==> config.mk <==
export PLATFORM = sky130hd
export DESIGN_NAME = stg_switch_top
export DESIGN_NICKNAME = d
export VERILOG_FILES = /design/src/rtl/stg_pkg.sv /design/src/rtl/stg_cmd_decode.sv /design/src/rtl/stg_switch_state.sv /design/src/rtl/stg_switch_top.sv
export SDC_FILE = /design/constraint.sdc
export NUM_CORES = 1
export LEC_CHECK = 0
export BUFFER_PORTS_ARGS = -buffer_cell sky130_fd_sc_hd__buf_4
export CAP_MARGIN = 15
export CORE_ASPECT_RATIO = 0.8
export CORE_MARGIN = 3
export CORE_UTILIZATION = 54
export DETAILED_ROUTE_END_ITERATION = 10
export MAX_ROUTING_LAYER = met4
export PLACE_DENSITY = 0.8
export SLEW_MARGIN = 20
export SYNTH_ARGS = -nofsm -noshare
export SYNTH_HDL_FRONTEND = slang
export SYNTH_HIERARCHICAL = 1
export SYNTH_SLANG_ARGS = --single-unit
export TNS_END_PERCENT = 10
==> constraint.sdc <==
create_clock -name clk -period 2.4 [get_ports clk]
set_input_delay 0.24 -clock clk [delete_from_list [all_inputs] [get_ports clk]]
set_output_delay 0.24 -clock clk [all_outputs]
set_load 0.01 [all_outputs]
==> src/rtl/stg_pkg.sv <==
package stg_pkg;
  localparam int MUX_COUNT = 5;
  localparam int SW_COUNT  = 2 * MUX_COUNT;
  localparam int WORD_W    = 16;
  localparam int CODE_W    = 7;
  localparam int STAT_W    = 16;

  // strobes from the decoder to the state datapath
  typedef struct packed {
    logic                valid;
    logic                keepN;   // 0 = clear everything
    logic                commit;
    logic [SW_COUNT-1:0] swOn;
    logic [SW_COUNT-1:0] swOff;
    logic                gpoWr;
    logic                gpoVal;
  } cmdStrobes_t;
endpackage

==> src/rtl/stg_cmd_decode.sv <==
module stg_cmd_decode
  import stg_pkg::*;
#(
  parameter int ON_BIT       = 15,
  parameter int CODE_LSB     = 8,
  parameter int LOAD_BIT     = 0,
  parameter int KEEP_BIT     = 1,
  parameter int IND_BASE     = 2,
  parameter int DIS_BASE     = 14,
  parameter int GPO_CODE     = 20,
  parameter int ALL_OFF_CODE = 31
) (
  input  logic              clk,
  input  logic              rstN,
  input  logic              wordValid,
  input  logic [WORD_W-1:0] wordData,
  output cmdStrobes_t       strb
);
  localparam int CODE_MSB = CODE_LSB + CODE_W - 1;

  logic              cmdOn;
  logic [CODE_W-1:0] code;
  logic              allOff;

  assign cmdOn  = wordData[ON_BIT];
  assign code   = wordData[CODE_MSB:CODE_LSB];
  assign allOff = (code == CODE_W'(ALL_OFF_CODE)) && !cmdOn;

  assign strb.valid  = wordValid;
  assign strb.keepN  = wordData[KEEP_BIT];
  assign strb.commit = wordData[LOAD_BIT];
  assign strb.gpoWr  = wordValid && (code == CODE_W'(GPO_CODE));
  assign strb.gpoVal = cmdOn;

  for (genvar m = 0; m < MUX_COUNT; m++) begin : g_mux
    logic disHit;
    assign disHit = (code == CODE_W'(DIS_BASE + m)) || allOff;
    for (genvar s = 0; s < 2; s++) begin : g_side
      localparam int IDX = 2 * m + s;
      logic hit;
      assign hit = (code == CODE_W'(s)) || (code == CODE_W'(IND_BASE + IDX));
      assign strb.swOn[IDX]  = wordValid && cmdOn && hit;
      assign strb.swOff[IDX] = wordValid && ((!cmdOn && hit) || disHit);
    end


    side_excl_chk: assert property (@(posedge clk) disable iff (!rstN)
      !(strb.swOn[2*m] && strb.swOn[2*m+1]));
  end


  reserved_quiet_chk: assert property (@(posedge clk) disable iff (!rstN)
    (wordValid && (((code > 7'd11) && (code < 7'd14)) || (code == 7'd19) ||
     ((code > 7'd20) && (code != 7'd31)) || ((code == 7'd31) && cmdOn)))
    |-> (strb.swOn == '0 && strb.swOff == '0 && !strb.gpoWr));


  disable_no_close_chk: assert property (@(posedge clk) disable iff (!rstN)
    (wordValid && (code >= 7'd14) && (code <= 7'd18)) |-> (strb.swOn == '0));
endmodule

==> src/rtl/stg_switch_state.sv <==
module stg_switch_state
  import stg_pkg::*;
#(
  parameter int STAT_SW_TOP  = 15,
  parameter int STAT_GPO_BIT = 3
) (
  input  logic                clk,
  input  logic                rstN,
  input  cmdStrobes_t         strb,
  output logic [SW_COUNT-1:0] liveSw,
  output logic                liveGpo,
  output logic [STAT_W-1:0]   statusWord
);
  logic [SW_COUNT-1:0]  pendSw, pendNext, deferSw, loadSw, deferNext;
  logic                 pendGpo, gpoNext;
  logic [MUX_COUNT-1:0] overMask;
  logic                 clearAll, doLoad;

  assign clearAll = strb.valid && !strb.keepN;
  assign doLoad   = strb.valid && strb.keepN && strb.commit;

  // merge this word into the pending image, then split switch-overs
  always_comb begin
    pendNext = pendSw;
    for (int m = 0; m < MUX_COUNT; m++) begin
      if (strb.swOff[2*m])   pendNext[2*m]   = 1'b0;
      if (strb.swOff[2*m+1]) pendNext[2*m+1] = 1'b0;
      if (strb.swOn[2*m]) begin
        pendNext[2*m]   = 1'b1;
        pendNext[2*m+1] = 1'b0;
      end
      if (strb.swOn[2*m+1]) begin
        pendNext[2*m+1] = 1'b1;
        pendNext[2*m]   = 1'b0;
      end
    end
    gpoNext = strb.gpoWr ? strb.gpoVal : pendGpo;
    for (int m = 0; m < MUX_COUNT; m++) begin
      overMask[m] = (pendNext[2*m] && liveSw[2*m+1]) ||
                    (pendNext[2*m+1] && liveSw[2*m]);
      loadSw[2*m]      = pendNext[2*m]   && !overMask[m];
      loadSw[2*m+1]    = pendNext[2*m+1] && !overMask[m];
      deferNext[2*m]   = pendNext[2*m]   && overMask[m];
      deferNext[2*m+1] = pendNext[2*m+1] && overMask[m];
    end
  end

  always_ff @(posedge clk) begin
    if (!rstN || clearAll) begin
      pendSw  <= '0;
      pendGpo <= 1'b0;
      liveSw  <= '0;
      liveGpo <= 1'b0;
      deferSw <= '0;
    end else begin
      if (strb.valid) begin
        pendSw  <= pendNext;
        pendGpo <= gpoNext;
      end
      if (doLoad) begin
        liveSw  <= loadSw;
        liveGpo <= gpoNext;
        deferSw <= deferNext;
      end else if (deferSw != '0) begin
        liveSw  <= liveSw | deferSw;
        deferSw <= '0;
      end
    end
  end

  always_comb begin
    statusWord = '0;
    for (int i = 0; i < SW_COUNT; i++) statusWord[STAT_SW_TOP-i] = liveSw[i];
    statusWord[STAT_GPO_BIT] = liveGpo;
  end

  for (genvar m = 0; m < MUX_COUNT; m++) begin : g_chk

    pair_excl_chk: assert property (@(posedge clk) disable iff (!rstN)
      !(liveSw[2*m] && liveSw[2*m+1]));

    bbm_a_chk: assert property (@(posedge clk) disable iff (!rstN)
      liveSw[2*m] |=> !liveSw[2*m+1]);

    bbm_b_chk: assert property (@(posedge clk) disable iff (!rstN)
      liveSw[2*m+1] |=> !liveSw[2*m]);
  end


  reset_frame_chk: assert property (@(posedge clk) disable iff (!rstN)
    (strb.valid && !strb.keepN) |=> (liveSw == '0 && !liveGpo));


  hold_chk: assert property (@(posedge clk) disable iff (!rstN)
    (!(strb.valid && strb.commit) && !(strb.valid && !strb.keepN) && deferSw == '0)
    |=> ($stable(liveSw) && $stable(liveGpo)));


  rst_clear_chk: assert property (@(posedge clk)
    !rstN |=> (liveSw == '0 && !liveGpo && pendSw == '0));
endmodule

==> src/rtl/stg_switch_top.sv <==
module stg_switch_top
  import stg_pkg::*;
(
  input  logic              clk,
  input  logic              rstN,
  input  logic              wordValid,
  input  logic [WORD_W-1:0] wordData,
  output logic [SW_COUNT-1:0] swEnable,
  output logic              gpoLevel,
  output logic [STAT_W-1:0] statusWord
);
  cmdStrobes_t strb;

  stg_cmd_decode u_decode (
    .clk       (clk),
    .rstN      (rstN),
    .wordValid (wordValid),
    .wordData  (wordData),
    .strb      (strb)
  );

  stg_switch_state u_state (
    .clk        (clk),
    .rstN       (rstN),
    .strb       (strb),
    .liveSw     (swEnable),
    .liveGpo    (gpoLevel),
    .statusWord (statusWord)
  );
endmodule

==> flow_summary.yaml, run 1 <==
clocking:
  path_clk_slew_ns: 0.06
  clk_latency_ns: 0.28
  hold_buffers: 0
  cts_tree: "done"
  post_cts_buffers: 0
  cts_max_level: 2
  clock_path_buffers: 2
  cts-resized-gates: 0
  cts.sinks: 32
  cts.root.buffer_cell: "clkbuf_8"
  cts_buffers: 5
cells_and_area:
  diodes: 0
  finalInstanceArea_um2: 2210
  nNetsFinal: 280
  drive_gt1_frac: 0.237
  syn_to_final_growth_pct: 10.6
  final_core_util: 0.631
  final_cell_mix: "nor2_1, buf_4, dfxtp_1"
  final_common_cell: "nor2_1"
yosys:
  synth_top_area_cell: "dfxtp_1"
  netlist_area_um2: 1990
  ys_top_cells_by_area: "dfxtp_1, buf_4, nor2_1, nor3_1, a21oi_1"
  synthArstFlopShare: 0
  yosys_warnings: 6
  synth-edff-count: 0
  ys_ff_latch: 32
  synth_top_area_share: 0.321
  seq_area_frac_synth: 0.321
  synth.avg_cell_area_um2: 8.17
  ys.flop_type: "dfxtp_1"
  synthCells: 244
  synth_cell_types: 48
routing:
  num_vias: 1756
  ant_nets: 0
  drt-initial-drc-count: 72
  wire_per_inst_um: 14.0
  routed_wl_mm: 4.26
  drc_errors: 0
  drtPass1Iterations: 4
  viasPerCell: 5.78
floorplanning:
  die_w_um: 73.9
  ioPinCount: 46
  dieHeight_um: 60.4
  core_area_um2: 3490
  start_util: 0.571
  die_area_um2: 4460
  num_rows: 19
placement:
  gp_congestion: 0.869
  portBuffers: 34
  place_area_um2: 2120
  dp.final_hpwl_mm: 3.03
  dp_slack_ns: 0.226
setup_path:
  cp-start-kind: "primary input"
  cp.depth: 8
  crit_fanout: 6
  rr_endpoint: "u_state/liveSw[6]$_SDFFE_PP0P_"
  r2r_setup_slack_ns: 1.18
  critical_path_required_ns: 2.60
  crit_chain: "buf_4 -> nor3b_4 -> nand3_1 -> nor3_1 -> nor2_1 -> a21o_1 -> a211o_1 -> a211oi_1"
  path_buf_inv: 1
  rr_startpoint: "u_state/pendSw[6]$_SDFFE_PP0P_"
  critPathArrivalTime_ns: 2.14
  r2r_cells: 4
  slowest_delay_ns: 0.35
  critPathKind: "in -> reg"
  crit_path_end_kind: "flop"
  slowest_stage: "nor3_1"
  critical-path-top-delay-family: "simple AND/OR/NAND/NOR gates"
sta:
  fin_skew_ns: 0.00237
  fin_tns_setup_ns: 0
  fmax_mhz: 517
  fin_crit_ns: 1.93
  finalSetupViolations: 0
  slew_violations: 0
  worst_slack_ns: 0.465
  final_hold_viol_count: 0
  rsz0062_at_grt: "no"
  timing.final.crit_share: 0.806
job:
  maxCapViolations: 0
power:
  pwr_density_cell_nw_per_um2: 510
  ir_worst_vdd_uv: 428
  leakage_nw: 0.872
hold_path:
  hold_depth: 3
  whs_endpoint: "u_state/pendGpo$_SDFFE_PP0P_"
  hp-class: "in -> reg"
  hold_path_startpoint: "wordData[15]"
global_route:
  grt_max_degree: 28
  first_global_vias: 1643
  gr-total-overflow: 0
  grt_pass1_wl_mm: 7.16
  grt_usage: 0.211
  antenna_found_initial: 0
outcome:
  status: "finished, final reports clean"
worst max-delay path by stage:
stage                     slack [ns]                             end    startpoint
after floorplan                 0.55  u_state/liveSw[6]$_SDFFE_PP0P_  wordData[12]
after global placement          0.29  u_state/liveSw[6]$_SDFFE_PP0P_  wordData[13]
after detailed placement        0.23  u_state/liveSw[6]$_SDFFE_PP0P_  wordData[13]
after CTS                       0.50  u_state/liveSw[6]$_SDFFE_PP0P_  wordData[13]
after global routing            0.32  u_state/liveSw[6]$_SDFFE_PP0P_  wordData[13]
final                           0.47  u_state/liveSw[6]$_SDFFE_PP0P_  wordData[13]
layout make-up:
cell class | count | area [µm²]
clock buffer | 8 | 90.1
fill | 329 | 1290
inverter | 1 | 3.75
multi-input combinational | 184 | 1140
sequential | 32 | 641
tap | 42 | 52.6
timing repair buffer | 37 | 278
where the power goes:
part | switching [mW] | internal, mW
logic | 0.0887 | 0.0611
registers | 0.00976 | 0.540
clock network | 0.192 | 0.234
total | 0.291 | 0.835
Yosys cell counts (2+ instances only):
cell type,n
mux2i_1,7
o21a_1,2
a211o_1,5
a211oi_1,10
o21ai_0,2
o21bai_1,5
dfxtp_1,32
nor3_2,2
nand2_1,7
buf_4,25
a21o_1,5
o2bb2ai_1,5
buf_2,5
and3_1,2
nor2b_1,5
and4b_2,2
nor3_1,20
o21ba_2,5
a21oi_1,18
o22ai_1,2
a21boi_0,2
nand3_1,8
or2_2,2
nor2_1,42
registers in the layout (all words and copies together), names as in the netlist:
| register | count |
|---|---|
| u_state/pendGpo | 1 |
| u_state/liveSw | 10 |
| u_state/deferSw | 10 |
| u_state/pendSw | 10 |
| u_state/liveGpo | 1 |
metal layers:
metal / share of wire / GRT usage / routed length [µm] / up-vias
li1: - / - / - / 895
met1: 0.45 / 0.258 / 1900 / 799
met2: 0.48 / 0.338 / 2040 / 55
met3: 0.063 / 0.0447 / 268 / 7
met4: 0.011 / 0.0879 / 48 / 0
met5: 0 / - / 0 / -
worst reg2reg max path, delay by kind of cell (launching register included):
| family | cells | cell delay, ns |
|---|---|---|
| flip-flops | 1 | 0.33 |
| AO/OA/AOI/OAI | 3 | 0.62 |
| AND/OR/NAND/NOR | 1 | 0.18 |
kinds of logic (layout without fill, tap and decap cells):
family,after synthesis,in the layout,synth area share
DFF,32,32,0.321
AOI/OAI and AO/OA,68,68,0.249
xor gates and xnor gates,2,2,0.00878
and+or+nand+nor,102,102,0.270
other,1,5,0.00188
buffers and inverters,32,46,0.114
muxes,7,7,0.0351
per-stage QoR:
| step | total power [mW] | hold slack [ns] | std cells |
|---|---|---|---|
| floorplan | 0.675 | 0.435 | 248 |
| global placement | 0.707 | 0.442 | 296 |
| detailed placement | 0.710 | 0.460 | 296 |
| CTS | 1.13 | 0.287 | 304 |
| global route | 1.17 | 0.302 | 304 |
| finish | 1.13 | 0.298 | 304 |
Power figures use the tool's default switching activity.
==> run 2, diff against run 1 <==
Settings changed: CORE_UTILIZATION 54 to 48, PLACE_DENSITY 0.8 to 0.75.
Clock period 2.4 ns to 1.7 ns, I/O delays scaled along.
==> run 2 against run 1 <==
Effect of this change:
- setup slack worse by 0.36 ns
- register-to-register slack worse by 0.75 ns
- largest power group unchanged
- clock skew rose by 0.0040 ns
- total power is 56% higher
- worst hold slack better by 0.026 ns
- first-iteration DRC count is 13% lower
==> flow_summary.yaml, run 2 (synthesis results as in run 1) <==
placement:
  dp.final_hpwl_mm: 3.34
  gp_congestion: 0.949
  portBuffers: 34
routing:
  drtPass1Iterations: 4
  drc_errors: 0
  routed_wl_mm: 4.54
  wire_per_inst_um: 12.9
  viasPerCell: 5.34
  drt-initial-drc-count: 63
  ant_nets: 0
  num_vias: 1886
floorplanning:
  ioPinCount: 46
  core_area_um2: 3900
  die_w_um: 78.1
  die_area_um2: 4970
  num_rows: 20
  start_util: 0.511
  dieHeight_um: 63.7
clocking:
  clk_latency_ns: 0.29
  cts_tree: "done"
  cts.sinks: 32
  cts_max_level: 2
  cts-resized-gates: 0
  cts_buffers: 5
  cts.root.buffer_cell: "clkbuf_8"
  path_clk_slew_ns: 0.07
  hold_buffers: 0
  clock_path_buffers: 2
  post_cts_buffers: 0
cells_and_area:
  drive_gt1_frac: 0.349
  final_cell_mix: "buf_4, nor2_1, dfxtp_1"
  diodes: 0
  nNetsFinal: 316
  final_common_cell: "buf_4"
  syn_to_final_growth_pct: 27.0
  reg_top3: "u_state/deferSw (10), u_state/liveSw (10), u_state/pendSw (10)"
setup_path:
  rr_startpoint: "u_state/pendSw[6]$_SDFFE_PP0P_"
  crit_chain: "buf_4 -> nor3b_4 -> nand3_2 -> nor3_2 -> nor2_1 -> a21o_1 -> a211o_1 -> a211oi_1"
  slowest_stage: "a211o_1"
  r2r_cells: 4
  rr_endpoint: "u_state/liveSw[6]$_SDFFE_PP0P_"
  crit_fanout: 5
  slowest_delay_ns: 0.30
  crit_path_end_kind: "flop"
  critical_path_required_ns: 1.89
  cp-start-kind: "primary input"
  critPathKind: "in -> reg"
  r2r_setup_slack_ns: 0.43
  critPathArrivalTime_ns: 1.79
power:
  leakage_nw: 1.06
  p_sw_frac: 0.247
  pwr-share-clk: 0.410
  power_frac_seq: 0.443
  pwr-share-comb: 0.147
  p_int_mw: 1.32
  pwr_density_cell_nw_per_um2: 691
  total_power_mw: 1.75
  p_switching_mw: 0.433
  ir_worst_vdd_uv: 487
hold_path:
  hold_depth: 4
  hold_path_startpoint: "rstN"
  hp-class: "in -> reg"
  whs_endpoint: "u_state/liveSw[4]$_SDFFE_PP0P_"
sta:
  timing.final.crit_share: 0.937
  fin_tns_setup_ns: 0
  finalSetupViolations: 0
  fin_crit_ns: 1.59
  fmax_mhz: 628
  slew_violations: 0
  fin_skew_ns: 0.00639
  final_hold_viol_count: 0
  rsz0062_at_grt: "no"
global_route:
  grt_usage: 0.204
  grt_pass1_wl_mm: 7.76
  antenna_found_initial: 0
  first_global_vias: 1753
  gr-total-overflow: 0
  grt_max_degree: 28
outcome:
  status: "finished, final reports clean"
job:
  maxCapViolations: 0
[run 2: cell types whose count changed in the layout (fill, tap and decap cells not counted), sizes merged]
cell | previous run | this run
buf | 37 | 73
clkbuf | 8 | 6
bufinv | 0 | 1
clkinv | 0 | 1
[run 2: power groups by stage]
| stage | clock, mW | sequential [mW] | combinational, mW |
|---|---|---|---|
| 2_1_floorplan | 0 | 0.794 | 0.162 |
| 3_3_place_gp | 0 | 0.793 | 0.250 |
| 3_5_place_dp | 0 | 0.793 | 0.254 |
| 4_1_cts | 0.730 | 0.776 | 0.255 |
| 5_1_grt | 0.766 | 0.778 | 0.283 |
| 6_report | 0.718 | 0.776 | 0.257 |
[run 2: worst max path at each step]
stage                      start                        endpoint  slack, ns  depth (start not counted)
finish              wordData[13]  u_state/liveSw[6]$_SDFFE_PP0P_       0.11                          8
floorplan           wordData[10]  u_state/liveSw[8]$_SDFFE_PP0P_      -0.02                          8
detailed placement  wordData[13]  u_state/liveSw[4]$_SDFFE_PP0P_      -0.18                          9
CTS                 wordData[13]  u_state/liveSw[4]$_SDFFE_PP0P_       0.10                          9
global route        wordData[13]  u_state/liveSw[2]$_SDFFE_PP0P_       0.03                          8
global placement    wordData[11]  u_state/liveSw[8]$_SDFFE_PP0P_      -0.13                          9
[run 2: area by class of cell]
type	count	area, µm²
clock buffer	6	72.6
clock inverter	2	35.0
fill	359	1370
inverter	1	3.75
multi-input combinational	184	1160
sequential	32	641
tap	55	68.8
timing repair buffer	73	548
[run 2: metal layers]
metal / up-vias / wire length [µm] / GRT usage
met5: - / 0 / -
met4: 0 / 92 / 0.0983
met3: 7 / 215 / 0.0486
met2: 44 / 2140 / 0.332
met1: 872 / 2090 / 0.235
li1: 963 / - / -
[run 2: critical path, delay by kind of cell]
family	cells	cell delay [ns]
AO/OA/AOI/OAI	3	0.74
buffers and inverters	1	0.13
AND/OR/NAND/NOR	4	0.75
[run 2: through the flow]
stage	instances	worst slack [ns]	cell area (µm²)	hold WS (ns)	util
2_1_floorplan	248	-0.0158	2030	0.381	-
3_3_place_gp	345	-0.134	2420	0.440	0.620
3_5_place_dp	345	-0.177	2420	0.451	0.620
4_1_cts	353	0.100	2530	0.318	0.647
5_1_grt	353	0.0257	2530	0.323	0.649
6_report	353	0.107	2530	0.324	0.649
==> run 3, diff against run 2 <==
Settings changed: CELL_PAD_IN_SITES_DETAIL_PLACEMENT set to 1, CELL_PAD_IN_SITES_GLOBAL_PLACEMENT set to 2, CORE_UTILIZATION 48 to 28, PLACE_DENSITY 0.75 to not set, PLACE_DENSITY_LB_ADDON set to 0.1.
==> run 3 against run 2 <==
Effect of this change:
- count of clock-buffer cells in the layout increased by 2
- largest power group unchanged
- sequential power about the same
- clock power decreased by 13%
- total power is 4.3% lower
- setup slack better by 0.0018 ns
- global-route usage shrank 4.6 points
==> flow_summary.yaml, run 3 (synthesis results as in run 1) <==
outcome:
  status: "finished, final reports clean"
sta:
  finalSetupViolations: 0
  holdWs_ns: 0.337
  fin_skew_ns: 0.00374
  final_hold_viol_count: 0
  fmax_mhz: 629
  timing.final.crit_share: 0.936
  fin_crit_ns: 1.59
  slew_violations: 0
power:
  p_sw_frac: 0.272
  leakage_nw: 1.08
  pwr-share-comb: 0.164
  p_int_mw: 1.22
  power_frac_seq: 0.463
  pwr_density_cell_nw_per_um2: 640
  ir_worst_vdd_uv: 218
  p_switching_mw: 0.456
  pwr-share-clk: 0.373
clocking:
  cts.sinks: 32
  path_clk_slew_ns: 0.07
  clock_path_buffers: 2
  clk_latency_ns: 0.29
  cts_tree: "done"
  cts.root.buffer_cell: "clkbuf_8"
  cts_max_level: 2
  cts_buffers: 5
routing:
  viasPerCell: 4.96
  drc_errors: 0
  num_vias: 1923
  drtPass1Iterations: 4
  drt-initial-drc-count: 59
  ant_nets: 0
  routed_wl_mm: 5.83
  wire_per_inst_um: 15.0
cells_and_area:
  reg_top3: "u_state/deferSw (10), u_state/liveSw (10), u_state/pendSw (10)"
  nNetsFinal: 322
  drive_gt1_frac: 0.368
  instances_no_fill: 388
  final_common_cell: "buf_4"
  diodes: 0
  finalInstanceArea_um2: 2620
  final_cell_mix: "buf_4, nor2_1, dfxtp_1"
  syn_to_final_growth_pct: 31.2
placement:
  portBuffers: 34
  placed_cells: 380
  place_area_um2: 2500
  dp.final_hpwl_mm: 4.38
  gp_congestion: 0.770
floorplanning:
  core_area_um2: 6640
  num_rows: 26
  start_util: 0.301
  ioPinCount: 46
  dieHeight_um: 81.5
  die_area_um2: 8180
  die_w_um: 100
global_route:
  grt_max_degree: 18
  first_global_vias: 1940
  gr-total-overflow: 0
  grt_usage: 0.158
  antenna_found_initial: 0
  grt_pass1_wl_mm: 9.69
hold_path:
  hp-class: "in -> reg"
setup_path:
  crit_fanout: 11
  crit_path_end_kind: "flop"
  critPathKind: "in -> reg"
  critPathArrivalTime_ns: 1.80
  cp-start-kind: "primary input"
  critical_path_required_ns: 1.91
job:
  maxCapViolations: 0
## run 3: path summary, 6_finish.rpt
| check | startpoint | endpoint | slack, ns | cells after the start |
|---|---|---|---|---|
| setup / recovery | wordData[11] | u_state/liveSw[4]$_SDFFE_PP0P_ | 0.11 | 9 |
| hold / removal | wordValid | u_state/pendSw[1]$_SDFFE_PP0P_ | 0.34 | 3 |
| setup reg to reg | u_state/pendSw[2]$_SDFFE_PP0P_ | u_state/liveSw[2]$_SDFFE_PP0P_ | 0.53 | 4 |
| hold reg to reg | u_state/pendGpo$_SDFFE_PP0P_ | u_state/pendGpo$_SDFFE_PP0P_ | 0.46 | 2 |
## run 3: power groups by stage
stage	clock network [mW]	logic [mW]	registers, mW
after floorplan	0	0.162	0.794
final	0.624	0.275	0.777
after global routing	0.680	0.303	0.780
after global placement	0	0.269	0.794
after detailed placement	0	0.271	0.794
after CTS	0.642	0.272	0.777
## run 3: what timing repair did
action                     4_1_cts  5_1_grt
setup endpoints to repair        0        4
gates resized for setup          0        6
buffers inserted                 0        0
hold buffers                     0        0
## run 3: metal layers
metal | wire [µm] | GRT usage | up-vias
li1 | - | - | 982
met1 | 2810 | 0.199 | 912
met2 | 2790 | 0.257 | 24
met3 | 172 | 0.0331 | 5
met4 | 54 | 0.0444 | 0
met5 | 0 | - | -
## run 3: stage by stage
stage / utilization / TNS (ns) / power, mW / setup WS, ns
6_report: 0.394 / 0 / 1.68 / 0.109
5_1_grt: 0.394 / -0.00884 / 1.76 / -0.00655
4_1_cts: 0.390 / 0 / 1.69 / 0.101
3_5_place_dp: 0.377 / -1.76 / 1.06 / -0.197
3_3_place_gp: 0.377 / -1.62 / 1.06 / -0.196
2_1_floorplan: - / -0.0240 / 0.956 / -0.0158
## run 3: area by class of cell
type                    instances  area, µm²
multi-input cells             184       1180
well taps                      84        105
clock buffers                   8       90.1
fillers                       819       4020
inverters                       1       3.75
flip-flops and latches         32        641
repair buffers                 79        593
## run 3: worst max-delay path, cell delays in order
cell,delay (ns)
buf_4,0.16
buf_4,0.16
nor3_4,0.21
mux2i_1,0.12
o22ai_1,0.19
nor2_1,0.08
a21o_1,0.20
a211o_1,0.31
a211oi_2,0.21
